===== config.mk =====
export PLATFORM = sky130hd
export DESIGN_NAME = gpio_irq_port
export DESIGN_NICKNAME = d
export VERILOG_FILES = /design/src/rtl/gpio_port_pkg.sv /design/src/rtl/gpio_reset_sync.sv /design/src/rtl/gpio_pad_sync.sv /design/src/rtl/gpio_trigger.sv /design/src/rtl/gpio_regfile.sv /design/src/rtl/gpio_irq_port.sv
export SDC_FILE = /design/constraint.sdc
export NUM_CORES = 1
export LEC_CHECK = 0
export ABC_AREA = 1
export CAP_MARGIN = 40
export CORE_MARGIN = 2
export CORE_UTILIZATION = 50
export CTS_CLUSTER_DIAMETER = 200
export CTS_CLUSTER_SIZE = 28
export DETAILED_ROUTE_END_ITERATION = 7
export PLACE_DENSITY = 0.72
export SLEW_MARGIN = 0
export SYNTH_ARGS = -nofsm -noshare
export SYNTH_HDL_FRONTEND = slang
export SYNTH_SLANG_ARGS = --single-unit

===== constraint.sdc =====
create_clock -name clk -period 17.01 [get_ports clk]
set_input_delay 3.402 -clock clk [delete_from_list [all_inputs] [get_ports clk]]
set_output_delay 3.402 -clock clk [all_outputs]
set_load 0.01 [all_outputs]

===== src/rtl/gpio_port_pkg.sv =====
package gpio_port_pkg;
  // word index of each register: bus_addr[4:2]
  typedef enum logic [2:0] {
    REG_OUTVAL  = 3'd0,
    REG_OUTEN   = 3'd1,
    REG_PADS    = 3'd2,
    REG_TRIG_LO = 3'd3,
    REG_TRIG_HI = 3'd4,
    REG_MASK    = 3'd5,
    REG_FLAG    = 3'd6,
    REG_ANYEDGE = 3'd7
  } reg_sel_e;

  typedef enum logic [1:0] {
    TRIG_LOW  = 2'd0,
    TRIG_HIGH = 2'd1,
    TRIG_RISE = 2'd2,
    TRIG_FALL = 2'd3
  } trig_e;
endpackage


===== src/rtl/gpio_reset_sync.sv =====
module gpio_reset_sync (
  input  logic clk,
  input  logic rst_n,
  output logic rst_n_sync
);
  logic [1:0] stage_q;

  always_ff @(posedge clk or negedge rst_n) begin
    if (!rst_n) stage_q <= 2'b00;
    else        stage_q <= {stage_q[0], 1'b1};
  end

  assign rst_n_sync = stage_q[1];
endmodule


===== src/rtl/gpio_pad_sync.sv =====
module gpio_pad_sync #(
  parameter int unsigned NPINS = 32
) (
  input  logic             clk,
  input  logic             rst_n,
  input  logic [NPINS-1:0] pad_in,
  output logic [NPINS-1:0] cur,
  output logic [NPINS-1:0] prev
);
  logic [NPINS-1:0] meta_q, cur_q, prev_q;

  always_ff @(posedge clk or negedge rst_n) begin
    if (!rst_n) begin
      meta_q <= '0;
      cur_q  <= '0;
      prev_q <= '0;
    end else begin
      meta_q <= pad_in;
      cur_q  <= meta_q;
      prev_q <= cur_q;
    end
  end

  assign cur  = cur_q;
  assign prev = prev_q;
endmodule


===== src/rtl/gpio_trigger.sv =====
module gpio_trigger
  import gpio_port_pkg::*;
#(
  parameter int unsigned NPINS = 32
) (
  input  logic [NPINS-1:0] cur,
  input  logic [NPINS-1:0] prev,
  input  logic [NPINS-1:0] trig_lo,
  input  logic [NPINS-1:0] trig_hi,
  input  logic [NPINS-1:0] anyedge,
  output logic [NPINS-1:0] hit
);
  localparam int unsigned HALF = NPINS / 2;

  logic [NPINS-1:0] rise, fall;
  assign rise = cur & ~prev;
  assign fall = ~cur & prev;

  for (genvar p = 0; p < NPINS; p++) begin : g_pin
    logic [1:0] code;
    if (p < HALF) begin : g_lo
      assign code = trig_lo[2*p +: 2];
    end else begin : g_hi
      assign code = trig_hi[2*(p-HALF) +: 2];
    end

    always_comb begin
      if (anyedge[p]) begin
        hit[p] = rise[p] | fall[p];
      end else begin
        case (trig_e'(code))
          TRIG_LOW:  hit[p] = ~cur[p];
          TRIG_HIGH: hit[p] = cur[p];
          TRIG_RISE: hit[p] = rise[p];
          default:   hit[p] = fall[p];
        endcase
      end
    end
  end
endmodule


===== src/rtl/gpio_regfile.sv =====
module gpio_regfile
  import gpio_port_pkg::*;
#(
  parameter int unsigned NPINS  = 32,
  parameter int unsigned ADDR_W = 5
) (
  input  logic              clk,
  input  logic              rst_n,
  input  logic [ADDR_W-1:0] bus_addr,
  input  logic              bus_wr,
  input  logic              bus_rd,
  input  logic [NPINS-1:0]  bus_wdata,
  input  logic [NPINS-1:0]  pad_cur,
  input  logic [NPINS-1:0]  hit,
  output logic [NPINS-1:0]  outval_q,
  output logic [NPINS-1:0]  outen_q,
  output logic [NPINS-1:0]  trig_lo_q,
  output logic [NPINS-1:0]  trig_hi_q,
  output logic [NPINS-1:0]  mask_q,
  output logic [NPINS-1:0]  flag_q,
  output logic [NPINS-1:0]  anyedge_q,
  output logic              irq_q,
  output logic [NPINS-1:0]  rdata_q
);
  localparam int unsigned SEL_LSB = 2;
  localparam int unsigned SEL_W   = 3;

  reg_sel_e         sel;
  logic [NPINS-1:0] outval_d, outen_d, trig_lo_d, trig_hi_d;
  logic [NPINS-1:0] mask_d, flag_d, anyedge_d, rdata_d, clr;
  logic             irq_d;

  assign sel = reg_sel_e'(bus_addr[SEL_LSB +: SEL_W]);

  always_comb begin
    outval_d  = outval_q;
    outen_d   = outen_q;
    trig_lo_d = trig_lo_q;
    trig_hi_d = trig_hi_q;
    mask_d    = mask_q;
    anyedge_d = anyedge_q;
    clr       = '0;
    if (bus_wr) begin
      case (sel)
        REG_OUTVAL:  outval_d  = bus_wdata;
        REG_OUTEN:   outen_d   = bus_wdata;
        REG_TRIG_LO: trig_lo_d = bus_wdata;
        REG_TRIG_HI: trig_hi_d = bus_wdata;
        REG_MASK:    mask_d    = bus_wdata;
        REG_FLAG:    clr       = bus_wdata;
        REG_ANYEDGE: anyedge_d = bus_wdata;
        default:     ;
      endcase
    end
    flag_d = (flag_q & ~clr) | hit;
    irq_d  = |(flag_q & mask_q);
  end

  always_comb begin
    rdata_d = rdata_q;
    if (bus_rd) begin
      case (sel)
        REG_OUTVAL:  rdata_d = outval_q;
        REG_OUTEN:   rdata_d = outen_q;
        REG_PADS:    rdata_d = pad_cur;
        REG_TRIG_LO: rdata_d = trig_lo_q;
        REG_TRIG_HI: rdata_d = trig_hi_q;
        REG_MASK:    rdata_d = mask_q;
        REG_FLAG:    rdata_d = flag_q;
        default:     rdata_d = anyedge_q;
      endcase
    end
  end

  always_ff @(posedge clk or negedge rst_n) begin
    if (!rst_n) begin
      outval_q  <= '0;
      outen_q   <= '0;
      trig_lo_q <= '0;
      trig_hi_q <= '0;
      mask_q    <= '0;
      flag_q    <= '0;
      anyedge_q <= '0;
      irq_q     <= 1'b0;
      rdata_q   <= '0;
    end else begin
      outval_q  <= outval_d;
      outen_q   <= outen_d;
      trig_lo_q <= trig_lo_d;
      trig_hi_q <= trig_hi_d;
      mask_q    <= mask_d;
      flag_q    <= flag_d;
      anyedge_q <= anyedge_d;
      irq_q     <= irq_d;
      if (bus_rd) rdata_q <= rdata_d;
    end
  end
endmodule


===== src/rtl/gpio_irq_port.sv =====
module gpio_irq_port #(
  parameter int unsigned NPINS  = 32,
  parameter int unsigned ADDR_W = 5
) (
  input  logic              clk,
  input  logic              rst_n,
  input  logic [ADDR_W-1:0] bus_addr,
  input  logic              bus_wr,
  input  logic              bus_rd,
  input  logic [NPINS-1:0]  bus_wdata,
  output logic [NPINS-1:0]  bus_rdata,
  input  logic [NPINS-1:0]  pad_in,
  output logic [NPINS-1:0]  pad_out,
  output logic [NPINS-1:0]  pad_oe,
  output logic              irq
);
  logic             rst_n_sync;
  logic [NPINS-1:0] pad_cur, pad_prev, hit;
  logic [NPINS-1:0] trig_lo, trig_hi, mask_q, flag_q, anyedge;

  gpio_reset_sync u_rst (
    .clk        (clk),
    .rst_n      (rst_n),
    .rst_n_sync (rst_n_sync)
  );

  gpio_pad_sync #(.NPINS(NPINS)) u_sync (
    .clk    (clk),
    .rst_n  (rst_n_sync),
    .pad_in (pad_in),
    .cur    (pad_cur),
    .prev   (pad_prev)
  );

  gpio_trigger #(.NPINS(NPINS)) u_trig (
    .cur     (pad_cur),
    .prev    (pad_prev),
    .trig_lo (trig_lo),
    .trig_hi (trig_hi),
    .anyedge (anyedge),
    .hit     (hit)
  );

  gpio_regfile #(.NPINS(NPINS), .ADDR_W(ADDR_W)) u_regs (
    .clk       (clk),
    .rst_n     (rst_n_sync),
    .bus_addr  (bus_addr),
    .bus_wr    (bus_wr),
    .bus_rd    (bus_rd),
    .bus_wdata (bus_wdata),
    .pad_cur   (pad_cur),
    .hit       (hit),
    .outval_q  (pad_out),
    .outen_q   (pad_oe),
    .trig_lo_q (trig_lo),
    .trig_hi_q (trig_hi),
    .mask_q    (mask_q),
    .flag_q    (flag_q),
    .anyedge_q (anyedge),
    .irq_q     (irq),
    .rdata_q   (bus_rdata)
  );
endmodule


; ---- Yosys cells after proc, flatten, opt, wreduce, memory -nomap -nowiden
; Index checks and enable logic that the tools add are counted.
[op_classes]
n_bitwise = 72
muxes = 67
n_reduce_logical = 40
eq_ne = 71
[op_table]
columns = operator, count
row1 = $pmux 32 s7, 1
row2 = $and 32x32->32, 4
row3 = $not 32->32, 3
row4 = $pmux 1 s3, 32
row5 = $eq 2x1->1 const B, 32
row6 = $eq 2x2->1 const B, 32
row7 = $logic_not 2->1, 32
row8 = $mux 32, 2
row9 = $mux 1, 32
row10 = $not 1->1, 32
row11 = $or 1x1->1, 32
row12 = $or 32x32->32, 1
row13 = $reduce_or 32->1, 1
row14 = $eq 3x3->1 const B, 4
row15 = $reduce_and 2->1, 6
row16 = $eq 3x2->1 const B, 2
row17 = $eq 3x1->1 const B, 1
row18 = $logic_not 3->1, 1
[word_totals]
regBits = 355
output_inout_bits = 97
input_bits = 73
wordCells = 263

; ---- Longest topological paths before layout
[logic_depth]
depth_word = 6
depth_mapped = 10
depth_no_buf = 8

; ---- Modules after synthesis
; A second synthesis with hierarchy kept.
[hier_totals]
cells_unflattened = 2194
hier_area_um2 = 17615.6
[by_module_without_submodules]
columns = mod, area_per_inst_um2, instances, cells_each, seq_area_each_um2
row1 = gpio_regfile, 12196.7, 1, 1551, 6431.2
row2 = gpio_trigger, 2962.8, 1, 544, 0.0
row3 = gpio_pad_sync, 2402.3, 1, 96, 2402.3
row4 = gpio_reset_sync, 53.8, 1, 3, 50.0

; ---- Worst setup path after synthesis
; No wires, ideal clock.
[synth_timing]
path_kind = input -> register
from = input bus_addr[2]
to = register u_regs.outen_q[11]
arrival_ns = 4.354
slack_ns = 12.525
stages = 8
path_buffers = 3
t_required_ns = 16.879
setup_time_ns = 0.131
cell_sequence = buf_4 > inv_2 > nor2_2 > buf_4 > nand3_4 > clkbuf_1 > nand2_1 > o21ai_0
[synth_between]
elab_chain_cells = 2
[synth_rtl]
columns = item, line_no
row1 = start: declaration, gpio_irq_port.sv:7  ; input logic [ADDR_W-1:0] bus_addr,
row2 = $eq 3x1->1, gpio_regfile.sv:44  ; case (sel)
row3 = $reduce_and 2->1 (no source line), n/a
row4 = end signal: assignment, gpio_regfile.sv:88  ; outen_q <= outen_d;
row5 = end: declaration, gpio_regfile.sv:16  ; output logic [NPINS-1:0] outen_q,
; Every way passes these cells.
; A chain may end at the register's enable or synchronous reset.

; ---- Worst setup path in the final report
[layout_timing]
from = input bus_addr[3]
to = register u_regs.anyedge_q[26]
[layout_between]
elab_chain_cells = 2
[layout_rtl]
columns = item, line_no
row1 = $eq 3x3->1, gpio_regfile.sv:44
row2 = $reduce_and 2->1 (no source line), n/a
row3 = end signal: assignment, gpio_regfile.sv:93  ; anyedge_q <= anyedge_d;
row4 = end: declaration, gpio_regfile.sv:21  ; output logic [NPINS-1:0] anyedge_q,
; Every way passes these cells.

==> flow_summary.ini <==
[synthesis]
yosysSeqAreaShare = 0.530
synthMuxAreaShare = 0
synth_cell_types = 25
syn-num-nets = 2137
synth_seq_cells = 355
netlist_instances = 2000
synth_xor_xnor_area_share = 0
synth_fa_ha_area_frac = 0.0478
synth-compound-area-share = 0.100
synth.avg_cell_area_um2 = 8.38
syn_area_mm2 = 0.0168
synth_top_family_by_area = simple AND/OR/NAND/NOR gates
yosysWarnings = 0
synth-simple-area-share = 0.257

[routing]
firstDrtPassIters = 6
wl_met2_um = 23000
via_per_inst = 5.77
wl_per_cell_um = 19.7
met1_length_um = 20600
ant_nets = 0
num_vias = 14700
wl_met3_um = 4490
top_layer_used = met4
postRouteWirelength_um = 50100
drc = 0
drt_iter0_markers = 1566

[cells_and_area]
syn_to_final_growth_pct = 14.9
drive_gt1_frac = 0.0295
finalNetCount = 2235
n_antenna_cell = 0
layout.cells.non_filler = 2547

[placement]
dp_cells = 2528
io_buffers = 167
routabilityCongestion = 0.845
dpl.hpwl_um = 32100

[sta]
finalMaxSlewViolations = 0
clock_skew_ns = 0.0142
setup-tns-final_ns = 0
rsz0062_at_grt = false
worst_pin_slew_ns = 0.956
hold_viol_final = 0
relSlewSlack = 0.363
max_freq_mhz = 167
setup_viol = 0
fin_crit_ns = 6.00
fin_crit_sh = 0.353

[setup_path]
path_cells = clkdlybuf4s50_1 -> buf_4 -> nand3_2 -> buf_12 -> inv_2 -> nand2_2 -> buf_4 -> nand2_1 -> o21ai_0
cp-start-kind = input pin
end_kind = register
arrival_ns = 6.39
cp_top_family = buffers and inverters
slowest_delay_ns = 0.52
path_class = input pin to register
worst_path_max_delay_cell = buf_4
cp_common_cell = buf_4
worstPathBufferInverterCount = 5
cp_max_fo = 58
worstPathRequired_ns = 17.40

[min_path]
hold_class = register to register

[pwr]
power.density_mw_per_mm2 = 101
ir_worst_vdd_mv = 0.0689
total_leakage_power_uw = 0.00949

[global_routing]
grt_pass1_wl_um = 79100
grt_pass1_vias = 14100
gr-total-overflow = 0
antenna_found_initial = 0
grt_max_degree = 165
track_usage = 0.287

[clocking]
cts-root-buf = clkbuf_16
postCtsSetupBuffers = 0
htreeDepth = 1
cts_sinks = 355
cts_resized = 0
ctsHoldBuffers = 0
path_clk_slew_ns = 0.11
cts_made_buffers = 16
cts_buffer_depth = 3
cts_tree = yes
clk_latency_ns = 0.53

[flow_run]
drv_cap = 0

[floorplanning]
core_mm2 = 0.0333
num_rows = 67
design.portCount = 170
start_util = 0.504
die_y_um = 187
die_w_um = 187
die-area_mm2 = 0.0350

[outcome]
status = completed
==> through the flow <==
| step | worst slack [ns] | utilization | total power, µW | hold WS (ns) | area (µm²) |
|---|---|---|---|---|---|
| floorplan | 6.38 | - | 1290 | 0.331 | 16800 |
| finish | 11.01 | 0.579 | 1950 | 0.346 | 19300 |
| global route | 10.93 | 0.579 | 2050 | 0.360 | 19300 |
| global placement | 9.54 | 0.561 | 1490 | 0.332 | 18700 |
| CTS | 11.10 | 0.579 | 1950 | 0.354 | 19300 |
| detailed placement | 10.55 | 0.566 | 1510 | 0.335 | 18800 |
==> flip-flops by register name, summed over array words and instances (netlist names) <==
signal            cells
u_regs.anyedge_q     32
u_regs.flag_q        32
u_regs.mask_q        32
u_regs.outen_q       32
u_regs.outval_q      32
u_regs.rdata_q       32
u_regs.trig_hi_q     32
u_regs.trig_lo_q     32
u_sync.cur           32
u_sync.meta_q        32
u_sync.prev          32
u_rst.stage_q         2
u_regs.irq_q          1
==> worst reg2reg max path, stage by stage (launching register included) <==
cell	delay [ns]
dfrtp_4	0.89
buf_4	0.48
buf_16	0.31
buf_12	0.69
==> Yosys cell counts <==
master / n / area (µm²)
nand4_1: 78 / 488
o21ai_1: 16 / 80.1
clkbuf_1: 66 / 248
inv_2: 4 / 15.0
nor2_4: 1 / 11.3
inv_1: 160 / 601
nor2_1: 68 / 255
buf_4: 3 / 22.5
dfrtp_1: 355 / 8880
a21oi_1: 32 / 160
clkinv_1: 1 / 3.75
nand3_4: 1 / 17.5
buf_2: 31 / 155
o21ai_0: 240 / 1200
nand3_1: 187 / 936
nand3b_1: 32 / 240
nand2_2: 1 / 6.26
nand4_2: 1 / 12.5
ha_1: 64 / 801
nand2_1: 609 / 2290
o211ai_1: 32 / 240
conb_1: 1 / 3.75
buf_1: 11 / 41.3
nor2_2: 2 / 12.5
nand3_2: 4 / 40.0
==> report_power, final <==
part	internal, µW	switching (µW)	total, µW
Combinational	186	238	425
Clock	183	269	452
Sequential	957	116	1070
==> worst paths after layout <==
check / start / endpoint / slack, ns / cells after the start
setup / recovery: bus_addr[3] / u_regs.anyedge_q[26] / 11.01 / 9
hold / removal: u_sync.meta_q[8] / u_sync.cur[8] / 0.35 / 0
setup reg to reg: u_rst.stage_q[1] / u_sync.meta_q[8] / 14.52 / 3
hold reg to reg: u_sync.meta_q[8] / u_sync.cur[8] / 0.35 / 0
max in group asynchronous: rst_n / u_rst.stage_q[1] / 13.87 / 1
min in group asynchronous: u_rst.stage_q[1] / u_sync.meta_q[26] / 0.37 / 0
==> area by class of cell <==
| class | count | area (µm²) |
|---|---|---|
| Fill cell | 2967 | 14000 |
| Clock inverter | 1 | 11.3 |
| Tap cell | 448 | 561 |
| Sequential cell | 355 | 8890 |
| Inverter | 165 | 622 |
| Clock buffer | 18 | 429 |
| Timing Repair Buffer | 191 | 1950 |
| Multi-Input combinational cell | 1369 | 6800 |
==> cells by family (layout without fill, tap and decap cells) <==
logic type / after synthesis / count (layout)
compound gates: 320 / 320
fa+ha+maj: 64 / 64
buf+inv: 276 / 375
flops: 355 / 355
other cells: 1 / 1
simple gates: 984 / 984
==> routing by layer <==
layer,track usage,vias up
li1,-,6742
met5,0,-
met4,0.117,0
met3,0.0428,135
met2,0.449,684
met1,0.403,7131
==> placed cells by master (no fill, tap or decap), drive strengths merged <==
cell	Yosys	layout
ha	64	64
buf	45	27
nand3	192	192
dfrtp	355	355
o211ai	32	32
o21ai	256	256
clkbuf	66	18
clkdlybuf4s50	0	164
nand3b	32	32
nand2	610	610
nand4	79	79
nor2	71	71
inv	164	166
a21oi	32	32
conb	1	1
(Power assumes the default switching activity.)
